File: config.mk
export PLATFORM = sky130hd
export DESIGN_NAME = vbi_slice_packer
export DESIGN_NICKNAME = d
export VERILOG_FILES = /design/src/rtl/vbi_pack_pkg.sv /design/src/rtl/vbi_biphase_dec.sv /design/src/rtl/vbi_line_ctl.sv /design/src/rtl/vbi_word_pack.sv /design/src/rtl/vbi_wr_port.sv /design/src/rtl/vbi_slice_packer.sv
export SDC_FILE = /design/constraint.sdc
export NUM_CORES = 1
export LEC_CHECK = 0
export BUFFER_PORTS_ARGS = -buffer_cell sky130_fd_sc_hd__clkbuf_2
export CORE_UTILIZATION = 50
export CTS_BUF_LIST = sky130_fd_sc_hd__clkbuf_2
export DETAILED_ROUTE_END_ITERATION = 6
export PLACE_DENSITY = 0.8
export SYNTH_ARGS = -nofsm -noshare
export SYNTH_HDL_FRONTEND = slang
export SYNTH_SLANG_ARGS = --single-unit
File: constraint.sdc
create_clock -name clk -period 2.05 [get_ports clk]
set_input_delay 0.3075 -clock clk [delete_from_list [all_inputs] [get_ports clk]]
set_output_delay 0.3075 -clock clk [all_outputs]
set_load 0.03 [all_outputs]
File: src/rtl/vbi_pack_pkg.sv
package vbi_pack_pkg;

  typedef enum logic {
    FMT_PAIR = 1'b0,
    FMT_BIPH = 1'b1
  } pack_fmt_e;

  // Priority code of the line-register match flags, highest register wins.
  function automatic logic [1:0] src_code(input logic [2:0] hit);
    if (hit[2])      return 2'b11;
    else if (hit[1]) return 2'b10;
    else if (hit[0]) return 2'b01;
    else             return 2'b00;
  endfunction

  function automatic logic [15:0] hdr_word(input logic [2:0] hit, input logic first_fld);
    return {12'h000, first_fld, 1'b0, src_code(hit)};
  endfunction

  // Decoded bit of one symbol pair: the first symbol (upper bit of the pair).
  function automatic logic pair_bit(input logic [1:0] pr);
    return pr[1];
  endfunction

  // Warning for one symbol pair: set when no transition inside the pair.
  function automatic logic pair_bad(input logic [1:0] pr);
    return ~(pr[1] ^ pr[0]);
  endfunction

endpackage

File: src/rtl/vbi_biphase_dec.sv
module vbi_biphase_dec #(
  parameter int NB = 8
) (
  input  logic [2*NB-1:0] sym,
  output logic [NB-1:0]   dat,
  output logic [NB-1:0]   bad
);
  import vbi_pack_pkg::*;

  for (genvar n = 0; n < NB; n++) begin : g_pair
    assign dat[n] = pair_bit(sym[2*n+1 -: 2]);
    assign bad[n] = pair_bad(sym[2*n+1 -: 2]);
  end

endmodule

File: src/rtl/vbi_line_ctl.sv
module vbi_line_ctl #(
  parameter int AW = 8,
  parameter int BW = 8
) (
  input  logic                         clk,
  input  logic                         rst,
  input  logic                         start,
  input  logic                         fmt_sel,
  input  logic                         line_start,
  input  logic                         line_end,
  input  logic [2:0]                   line_hit,
  input  logic                         field_first,
  input  logic [AW-1:0]                base_addr,
  input  logic                         byte_vld,
  input  logic [BW-1:0]                byte_in,
  input  logic [2*BW-1:0]              sym_in,
  output vbi_pack_pkg::pack_fmt_e      fmt_q,
  output logic [AW-1:0]                base_q,
  output logic [15:0]                  hdr_q,
  output logic                         line_clr,
  output logic                         hdr_fire,
  output logic                         hold_set,
  output logic                         hold_use,
  output logic                         e_vld,
  output logic [BW-1:0]                e_byte,
  output logic [2*BW-1:0]              e_sym,
  output logic                         e_end
);
  import vbi_pack_pkg::*;

  logic            active;
  logic            hdr_pend;
  logic            hold_vld;
  logic [BW-1:0]   hold_byte;
  logic [2*BW-1:0] hold_sym;
  logic            acc_byte;

  assign line_clr = start & line_start;
  assign acc_byte = start & byte_vld & active & ~line_start;
  assign hdr_fire = hdr_pend;
  assign hold_set = acc_byte & hdr_pend;
  assign hold_use = hold_vld;

  always_ff @(posedge clk) begin
    if (rst) begin
      active    <= 1'b0;
      hdr_pend  <= 1'b0;
      fmt_q     <= FMT_PAIR;
      base_q    <= '0;
      hdr_q     <= '0;
      hold_vld  <= 1'b0;
      hold_byte <= '0;
      hold_sym  <= '0;
    end else begin
      if (line_clr) begin
        active   <= 1'b1;
        hdr_pend <= 1'b1;
        fmt_q    <= pack_fmt_e'(fmt_sel);
        base_q   <= base_addr;
        hdr_q    <= hdr_word(line_hit, field_first);
      end else begin
        hdr_pend <= 1'b0;
        if (start & line_end) active <= 1'b0;
      end
      hold_vld <= hold_set;
      if (hold_set) begin
        hold_byte <= byte_in;
        hold_sym  <= sym_in;
      end
    end
  end

  always_comb begin
    e_vld  = hold_vld | (acc_byte & ~hdr_pend);
    e_byte = hold_vld ? hold_byte : byte_in;
    e_sym  = hold_vld ? hold_sym  : sym_in;
    e_end  = start & line_end & active & ~line_start;
  end

endmodule

File: src/rtl/vbi_word_pack.sv
module vbi_word_pack #(
  parameter int BW         = 8,
  parameter int PAIR_WORDS = 21,
  parameter int BIPH_WORDS = 13,
  localparam int PAY_MAX   = (PAIR_WORDS > BIPH_WORDS) ? PAIR_WORDS : BIPH_WORDS,
  localparam int IW        = $clog2(PAY_MAX + 1)
) (
  input  logic                    clk,
  input  logic                    rst,
  input  logic                    clr,
  input  vbi_pack_pkg::pack_fmt_e fmt_q,
  input  logic                    e_vld,
  input  logic [BW-1:0]           e_data,
  input  logic [BW-1:0]           e_warn,
  input  logic                    e_end,
  output logic                    pay_req,
  output logic [IW-1:0]           pay_idx,
  output logic [2*BW-1:0]         pay_word
);
  import vbi_pack_pkg::*;

  localparam logic [IW-1:0] LIM_PAIR = IW'(PAIR_WORDS);
  localparam logic [IW-1:0] LIM_BIPH = IW'(BIPH_WORDS);

  logic [IW-1:0] widx;
  logic          half;
  logic [BW-1:0] lo_byte;
  logic          room;
  logic          biph;

  assign biph    = (fmt_q == FMT_BIPH);
  assign room    = widx < (biph ? LIM_BIPH : LIM_PAIR);
  assign pay_idx = widx;

  always_comb begin
    pay_req  = 1'b0;
    pay_word = '0;
    if (e_vld) begin
      if (biph) begin
        pay_req  = room;
        pay_word = {e_warn, e_data};
      end else if (half) begin
        pay_req  = room;
        pay_word = {e_data, lo_byte};
      end
    end else if (e_end && !biph && half) begin
      pay_req  = room;
      pay_word = {{BW{1'b0}}, lo_byte};
    end
  end

  always_ff @(posedge clk) begin
    if (rst || clr) begin
      widx    <= '0;
      half    <= 1'b0;
      lo_byte <= '0;
    end else begin
      if (pay_req) widx <= widx + 1'b1;
      if (e_vld && !biph) begin
        half <= ~half;
        if (!half) lo_byte <= e_data;
      end else if (e_end) begin
        half <= 1'b0;
      end
    end
  end

endmodule

File: src/rtl/vbi_wr_port.sv
module vbi_wr_port #(
  parameter int AW      = 8,
  parameter int IW      = 5,
  parameter int PAY_OFS = 32
) (
  input  logic          clk,
  input  logic          rst,
  input  logic          start,
  input  logic          hdr_fire,
  input  logic [15:0]   hdr_q,
  input  logic [AW-1:0] base_q,
  input  logic          pay_req,
  input  logic [IW-1:0] pay_idx,
  input  logic [15:0]   pay_word,
  output logic          wr_en,
  output logic [AW-1:0] wr_addr,
  output logic [15:0]   wr_data
);

  logic [AW-1:0] pay_addr;

  assign pay_addr = base_q + AW'(PAY_OFS) + AW'(pay_idx);

  always_ff @(posedge clk) begin
    if (rst) begin
      wr_en   <= 1'b0;
      wr_addr <= '0;
      wr_data <= '0;
    end else begin
      wr_en <= start & (hdr_fire | pay_req);
      if (hdr_fire) begin
        wr_addr <= base_q;
        wr_data <= hdr_q;
      end else if (pay_req) begin
        wr_addr <= pay_addr;
        wr_data <= pay_word;
      end
    end
  end

endmodule

File: src/rtl/vbi_slice_packer.sv
module vbi_slice_packer #(
  parameter int AW         = 8,
  parameter int PAY_OFS    = 32,
  parameter int PAIR_WORDS = 21,
  parameter int BIPH_WORDS = 13
) (
  input  logic          clk,
  input  logic          rst,
  input  logic          start,
  input  logic          fmt_sel,
  input  logic          line_start,
  input  logic          line_end,
  input  logic [2:0]    line_hit,
  input  logic          field_first,
  input  logic [AW-1:0] base_addr,
  input  logic          byte_vld,
  input  logic [7:0]    byte_in,
  input  logic [15:0]   sym_in,
  output logic          wr_en,
  output logic [AW-1:0] wr_addr,
  output logic [15:0]   wr_data
);
  import vbi_pack_pkg::*;

  localparam int BW      = 8;
  localparam int PAY_MAX = (PAIR_WORDS > BIPH_WORDS) ? PAIR_WORDS : BIPH_WORDS;
  localparam int IW      = $clog2(PAY_MAX + 1);

  pack_fmt_e       fmt_q;
  logic [AW-1:0]   base_q;
  logic [15:0]     hdr_q;
  logic            line_clr;
  logic            hdr_fire;
  logic            hold_set;
  logic            hold_use;
  logic            e_vld;
  logic [BW-1:0]   e_byte;
  logic [2*BW-1:0] e_sym;
  logic            e_end;
  logic [BW-1:0]   dec_dat;
  logic [BW-1:0]   dec_bad;
  logic [BW-1:0]   e_data;
  logic [BW-1:0]   e_warn;
  logic            pay_fire;
  logic [IW-1:0]   pay_idx;
  logic [15:0]     pay_word;

  vbi_line_ctl #(.AW(AW), .BW(BW)) u_ctl (
    .clk(clk), .rst(rst), .start(start), .fmt_sel(fmt_sel),
    .line_start(line_start), .line_end(line_end), .line_hit(line_hit),
    .field_first(field_first), .base_addr(base_addr), .byte_vld(byte_vld),
    .byte_in(byte_in), .sym_in(sym_in), .fmt_q(fmt_q), .base_q(base_q),
    .hdr_q(hdr_q), .line_clr(line_clr), .hdr_fire(hdr_fire),
    .hold_set(hold_set), .hold_use(hold_use), .e_vld(e_vld),
    .e_byte(e_byte), .e_sym(e_sym), .e_end(e_end)
  );

  vbi_biphase_dec #(.NB(BW)) u_dec (
    .sym(e_sym), .dat(dec_dat), .bad(dec_bad)
  );

  assign e_data = (fmt_q == FMT_BIPH) ? dec_dat : e_byte;
  assign e_warn = (fmt_q == FMT_BIPH) ? dec_bad : '0;

  vbi_word_pack #(.BW(BW), .PAIR_WORDS(PAIR_WORDS), .BIPH_WORDS(BIPH_WORDS)) u_pack (
    .clk(clk), .rst(rst), .clr(line_clr), .fmt_q(fmt_q), .e_vld(e_vld),
    .e_data(e_data), .e_warn(e_warn), .e_end(e_end), .pay_req(pay_fire),
    .pay_idx(pay_idx), .pay_word(pay_word)
  );

  vbi_wr_port #(.AW(AW), .IW(IW), .PAY_OFS(PAY_OFS)) u_wr (
    .clk(clk), .rst(rst), .start(start), .hdr_fire(hdr_fire), .hdr_q(hdr_q),
    .base_q(base_q), .pay_req(pay_fire), .pay_idx(pay_idx),
    .pay_word(pay_word), .wr_en(wr_en), .wr_addr(wr_addr), .wr_data(wr_data)
  );

endmodule

* Word level (Yosys, flattened, before mapping)
Index checks and enable logic that the tools add are counted.
W data, S select, Z words.
** Word-level totals
- Register bits :: 78
- Output and inout bits :: 25
- Word-level logic and storage cells :: 82
** Operators by class
- Add/sub/neg operators :: 3
- Magnitude comparators :: 1
- Muxes and demuxes :: 24
- Bitwise operators :: 31
- Reduce and logical (&&, ||, !) cells :: 9
** Operators by type and width (number)
- $mux W16 :: 6
- $mux W8 :: 5
- $not A1 Y1 :: 11
- $and A1 B1 Y1 :: 10
- $mux W1 :: 10
- $add A8 B5 Y8 :: 1
- $add A8 B6 Y8 const B :: 1
- $xor A1 B1 Y1 :: 8
- $reduce_bool A2 Y1 :: 3
- $add A5 B1 Y5 const B :: 1
- $lt A5 B5 Y1 :: 1
- $mux W5 :: 1
- $mux W2 :: 2
- $logic_and A1 B1 Y1 :: 3
- $or A1 B1 Y1 :: 2
- $reduce_and A2 Y1 :: 1
- $logic_not A1 Y1 :: 1
- $logic_or A1 B1 Y1 :: 1

* Logic depth before layout (Yosys ltp)
- Depth after elaboration :: 9
- Depth in mapped cells :: 10

* By module
A second synthesis with hierarchy kept.
** Unflattened totals
- Cell total of the unflattened synthesis :: 527
- Area, all modules :: 4598.2 um^2
** By module, submodules not included
- vbi_line_ctl :: times used 1, cells an instance 213, area each 2024.4 um^2, sequential area each 780.7 um^2
- vbi_wr_port :: times used 1, cells an instance 164, area each 1380.1 um^2, sequential area each 500.5 um^2
- vbi_word_pack :: times used 1, cells an instance 116, area each 893.4 um^2, sequential area each 280.3 um^2
- vbi_slice_packer :: times used 1, cells an instance 18, area each 170.2 um^2, sequential area each 0.0 um^2
- vbi_biphase_dec :: times used 1, cells an instance 16, area each 130.1 um^2, sequential area each 0.0 um^2

* Worst setup path before layout
No wires, ideal clock.
- Path type :: reg2reg
- From :: reg u_ctl.fmt_q
- To :: reg u_wr.wr_addr[1]
- Setup time :: 0.122 ns
- Arrival :: 2.129 ns
- Required time :: 1.928 ns
- Slack :: -0.201 ns
- Cell stages (with the launch flop) :: 9
- Cells stage by stage :: dfxtp_1 clkbuf_1 inv_1 ha_1 o211a_1 o21a_1 a211o_1 and4_1 a311o_1
** On the way
- Cells in the longest elaborated chain, start to end :: 6
- Elaborated cells on any way between the ends :: 10
- Classes of those cells :: order compare: 1; mux: 5; reduce/logical: 4
** RTL lines
- start, declared :: line vbi_line_ctl.sv:17 : output vbi_pack_pkg::pack_fmt_e fmt_q,
- start signal, assigned :: line vbi_line_ctl.sv:58 : fmt_q <= pack_fmt_e'(fmt_sel);
- $mux W5 / $logic_not A1 Y1 (equally long branches) :: line vbi_word_pack.sv:32, vbi_word_pack.sv:46
- $lt A5 B5 Y1 / $logic_and A1 B1 Y1 (equally long branches) :: line vbi_word_pack.sv:32, vbi_word_pack.sv:46
- $mux W1 / $logic_and A1 B1 Y1 (equally long branches) :: line vbi_word_pack.sv:42, vbi_word_pack.sv:46
- $mux W1 (on tied branches) :: line vbi_word_pack.sv:39, vbi_word_pack.sv:46
- $mux W1 * :: line vbi_word_pack.sv:38 : if (e_vld) begin
- $reduce_bool A2 Y1 (no source line) *
- end signal, assigned :: line vbi_wr_port.sv:32 : wr_addr <= base_q;
- end signal, assigned :: line vbi_wr_port.sv:35 : wr_addr <= pay_addr;
- end, declared :: line vbi_wr_port.sv:16 : output logic [AW-1:0] wr_addr,
Every way passes the cells marked *; elsewhere a longest branch is shown, timed or not.
A chain may end at the register's enable or synchronous reset.

* Worst setup path after layout
- From :: reg u_ctl.active
- To :: reg u_wr.wr_addr[2]
** On the way
- Cells in the longest elaborated chain, start to end :: 7
- Elaborated cells on any way between the ends :: 11
- Classes of those cells :: mux: 2; bitwise: 6; reduce/logical: 3
** RTL lines
- start, declared :: line vbi_line_ctl.sv:31 : logic active;
- start signal, assigned :: line vbi_line_ctl.sv:46 : active <= 1'b0;
- start signal, assigned :: line vbi_line_ctl.sv:56 : active <= 1'b1;
- start signal, assigned :: line vbi_line_ctl.sv:63 : if (start & line_end) active <= 1'b0;
- $and A1 B1 Y1 (2 in series) :: line vbi_line_ctl.sv:77 : e_end = start & line_end & active & ~line_start;
- $logic_and A1 B1 Y1 (2 in series) :: line vbi_word_pack.sv:46 : end else if (e_end && !biph && half) begin
- $mux W1 :: line vbi_word_pack.sv:46
- $mux W1 * :: line vbi_word_pack.sv:38
- $reduce_bool A2 Y1 (no source line) *
Marked as above.

==> impl_metrics.toml <==
[global_route]
number_of_antenna_violations_at_the_first_check_in_global_routing = 0
first_global_vias = 3466
gr-usage-all-layers = 0.270
grt_first_pass_wirelength_um = 16000
largest_net_degree_at_the_start_of_global_routing = 29
sum_of_overflow_across_all_layers_after_global_routing = 0

[drt]
wire_per_inst_um = 15.9
drt_iter0_drc = 272
route.detailed.vias_per_inst = 5.63
drt_pass1_iterations = 4
detail_route.drc_violations = 0
ant_nets = 0
finalWirelength_um = 10400
via_count = 3664

[sta]
max_freq_mhz = 488
slew_viol_final = 0
worst_pin_slew_ns = 0.856
rsz_0062_raised_after_global_routing = "true"
setup_viol_count_final = 0
hold-worst-slack_ns = 0.0459
slew_headroom = 0.428
fin_worst_skew_ns = 0.0338
period_share = 0.999
hold_viol_final = 0
final.min_clock_period_ns = 2.05
postLayoutSetupSlackWorst_ns = 0.00250

[synth]
yosys.cell_types.count = 49
post_synth.cell_area_avg_um2 = 8.49
ys_ff_latch = 78
synth_cells = 432
synthDominantAreaCellType = "sky130_fd_sc_hd__dfxtp_1"
synth_warnings = 0
yosysTopAreaCellShare = 0.426
ys_seq_area_frac = 0.426
synth_nets = 484
synth.top_cells.by_area = "sky130_fd_sc_hd__dfxtp_1 (43%), sky130_fd_sc_hd__nand2_1 (7.0%), sky130_fd_sc_hd__a21oi_1 (6.3%), sky130_fd_sc_hd__xnor2_1 (3.3%), sky130_fd_sc_hd__mux2i_1 (3.3%)"
edff_count_synth = 0
synth_area_um2 = 3670
ys.flop_type = "sky130_fd_sc_hd__dfxtp_1"
fraction_of_registers_with_async_set_reset = 0

[power]
worst_ir_drop_vdd_uv = 471
pwr-share-comb = 0.120
power_per_cell_area_nw_per_um2 = 573
p_seq_frac = 0.558
clkPwrFrac = 0.322
reported_leakage_power_nw = 1.98
power.net_switching_mw = 0.802
internal-power_mw = 2.01
power.share.switching = 0.286
total_power_mw = 2.81

[worst_hold_path]
min_path_type = "in -> reg"

[clocking]
cts-htree-levels = 3
root_buffer = "sky130_fd_sc_hd__clkbuf_2"
clock_transition_at_the_registers_of_the_reported_paths_ns = 0.22
cts_tree = "done"
clk_lat_worst_skew_ns = 0.56
numClockSinks = 78
cts_max_path_buffers = 2
cts_buffers = 9

[cells_and_area]
multiInputGateArea_um2 = 2080
antenna_cells = 0
commonest_non_fill_non_tap_cell_in_the_layout = "sky130_fd_sc_hd__clkbuf_2"
share_of_layout_cells_above_drive_strength_1 = 0.268
layout.cells.most_common_list = "sky130_fd_sc_hd__clkbuf_2 (76), sky130_fd_sc_hd__dfxtp_1 (75), sky130_fd_sc_hd__nand2_1 (68)"
seqCellArea_um2 = 1570
layout.nets = 602
filler_cell_count_in_the_final_layout = 506
synthToLayoutAreaGrowth_pct = 33.5

[worst_setup_path]
critical-path-slowest-cell = "sky130_fd_sc_hd__a2111o_1"
crit_path_cell_trace = "and4b_1 -> a2111o_1 -> buf_6 -> a211oi_4 -> buf_4 -> mux2i_1 -> a211oi_1"
setup.worst_path.end_class = "flip-flop"
crit_fanout = 5
timing_worst_setup_path_type = "reg -> reg"
cp.arrival_ns = 2.52
setup.worst_path.start_class = "flip-flop"
crit_required_ns = 2.52
longest_individual_stage_delay_on_the_worst_path_ns = 0.47

[floorplan]
die_height_um = 87.7
rows = 30
ioPinCount = 68
fp.dieArea_um2 = 7680
placeableCoreArea_um2 = 6940
die_w_um = 87.7
initial_core_util = 0.528

[placement]
place_ws_ns = -0.100
detailedPlacementHpwl_um = 6810
buffer_ports.inserted = 67
gpl.final_weighted_congestion = 0.863

[status]
run_status = "complete, no violations"

[run]
max_cap_viol_count = 0
-- cell type report --
cell class / count / share of cell area
Multi-Input combinational cell: 316 / 0.425
Sequential cell: 78 / 0.320
Timing Repair Buffer: 135 / 0.198
Tap cell: 96 / 0.0245
Clock inverter: 7 / 0.0164
Clock buffer: 9 / 0.00920
Inverter: 10 / 0.00767
-- power groups by stage --
stage | sequential (mW) | clock (mW) | combinational (mW)
after floorplan | 1.60 | 0 | 0.134
after global placement | 1.59 | 0 | 0.259
after detailed placement | 1.59 | 0 | 0.265
after CTS | 1.56 | 0.915 | 0.319
after global routing | 1.57 | 0.980 | 0.364
final | 1.57 | 0.905 | 0.337
-- worst max-delay path: cells and delay by family (launching register included) --
kind / cells / cell delay, ns
AO/OA/AOI/OAI: 3 / 0.99
flip-flops: 1 / 0.38
buffers and inverters: 2 / 0.35
AND/OR/NAND/NOR: 1 / 0.21
multiplexers: 1 / 0.07
-- kinds of logic (layout without fill, tap and decap cells) --
logic type               count (synthesis)  count (layout)  synth area share
AND/OR/NAND/NOR                        144             144             0.172
buffers and inverters                   38             161            0.0423
flip-flops                              78              78             0.426
adder cells (fa/ha/maj)                  9               9            0.0327
XOR/XNOR                                23              23            0.0549
multiplexers                            21              21            0.0604
AO/OA/AOI/OAI                          119             119             0.212
-- timing repair --
action                                 in CTS  in global routing
endpoints found under the hold margin      36                  0
gates cloned                                0                  1
buffers inserted                            0                  3
hold buffers                               36                  0
pin swaps                                   0                 15
setup endpoints to repair                  10                 21
resized for setup                           3                 33
-- cell usage after synthesis, types with 9 or more instances --
| cell type | n |
|---|---|
| sky130_fd_sc_hd__mux2i_1 | 12 |
| sky130_fd_sc_hd__xor2_1 | 9 |
| sky130_fd_sc_hd__nor2_1 | 32 |
| sky130_fd_sc_hd__nor3_1 | 12 |
| sky130_fd_sc_hd__inv_1 | 10 |
| sky130_fd_sc_hd__a21oi_1 | 46 |
| sky130_fd_sc_hd__o31ai_1 | 9 |
| sky130_fd_sc_hd__clkbuf_1 | 17 |
| sky130_fd_sc_hd__dfxtp_1 | 78 |
| sky130_fd_sc_hd__nand2_1 | 68 |
| sky130_fd_sc_hd__mux2_2 | 9 |
| sky130_fd_sc_hd__nand3_1 | 12 |
| sky130_fd_sc_hd__o21ai_0 | 18 |
| sky130_fd_sc_hd__xnor2_1 | 14 |
-- state kept, by name, summed over array words and instances, names as in the netlist --
name	cells
u_ctl.hold_sym	16
u_wr.wr_data	16
u_ctl.base_q	8
u_ctl.hold_byte	8
u_pack.lo_byte	8
u_wr.wr_addr	8
u_pack.pay_idx	5
u_ctl.hdr_q	3
u_ctl.active	1
u_ctl.fmt_q	1
u_ctl.hdr_fire	1
u_ctl.hold_use	1
u_pack.half	1
u_wr.wr_en	1
-- stage by stage --
step	area [µm²]	utilization	cells	setup TNS, ns
detailed placement	4240	0.610	596	-0.804
floorplan	3680	-	432	0
global route	4900	0.705	651	-0.692
finish	4900	0.705	651	0
global placement	4240	0.610	596	-0.114
CTS	4730	0.681	648	0
-- worst paths after layout --
kind	start	to	slack (ns)	cells past startpoint
hold / removal	line_end	u_ctl.active$_SDFFE_PP0P_	0.05	4
setup reg to reg	u_ctl.active$_SDFFE_PP0P_	u_wr.wr_addr[2]$_SDFFE_PP0P_	0.003	7
setup / recovery	u_ctl.active$_SDFFE_PP0P_	u_wr.wr_addr[2]$_SDFFE_PP0P_	0.003	7
hold reg to reg	u_ctl.hold_byte[3]$_SDFFE_PP0P_	u_ctl.hold_byte[3]$_SDFFE_PP0P_	0.47	2
-- metal layers --
metal  part of all wire  routed length [µm]  track usage  up-vias
li1                   -                   -            -     1773
met1               0.42                4330        0.321     1749
met2               0.51                5300        0.477      122
met3              0.056                 583       0.0575       20
met4              0.017                 174        0.106        0
met5                  0                   0            0        -
Power figures use the tool's default switching activity.
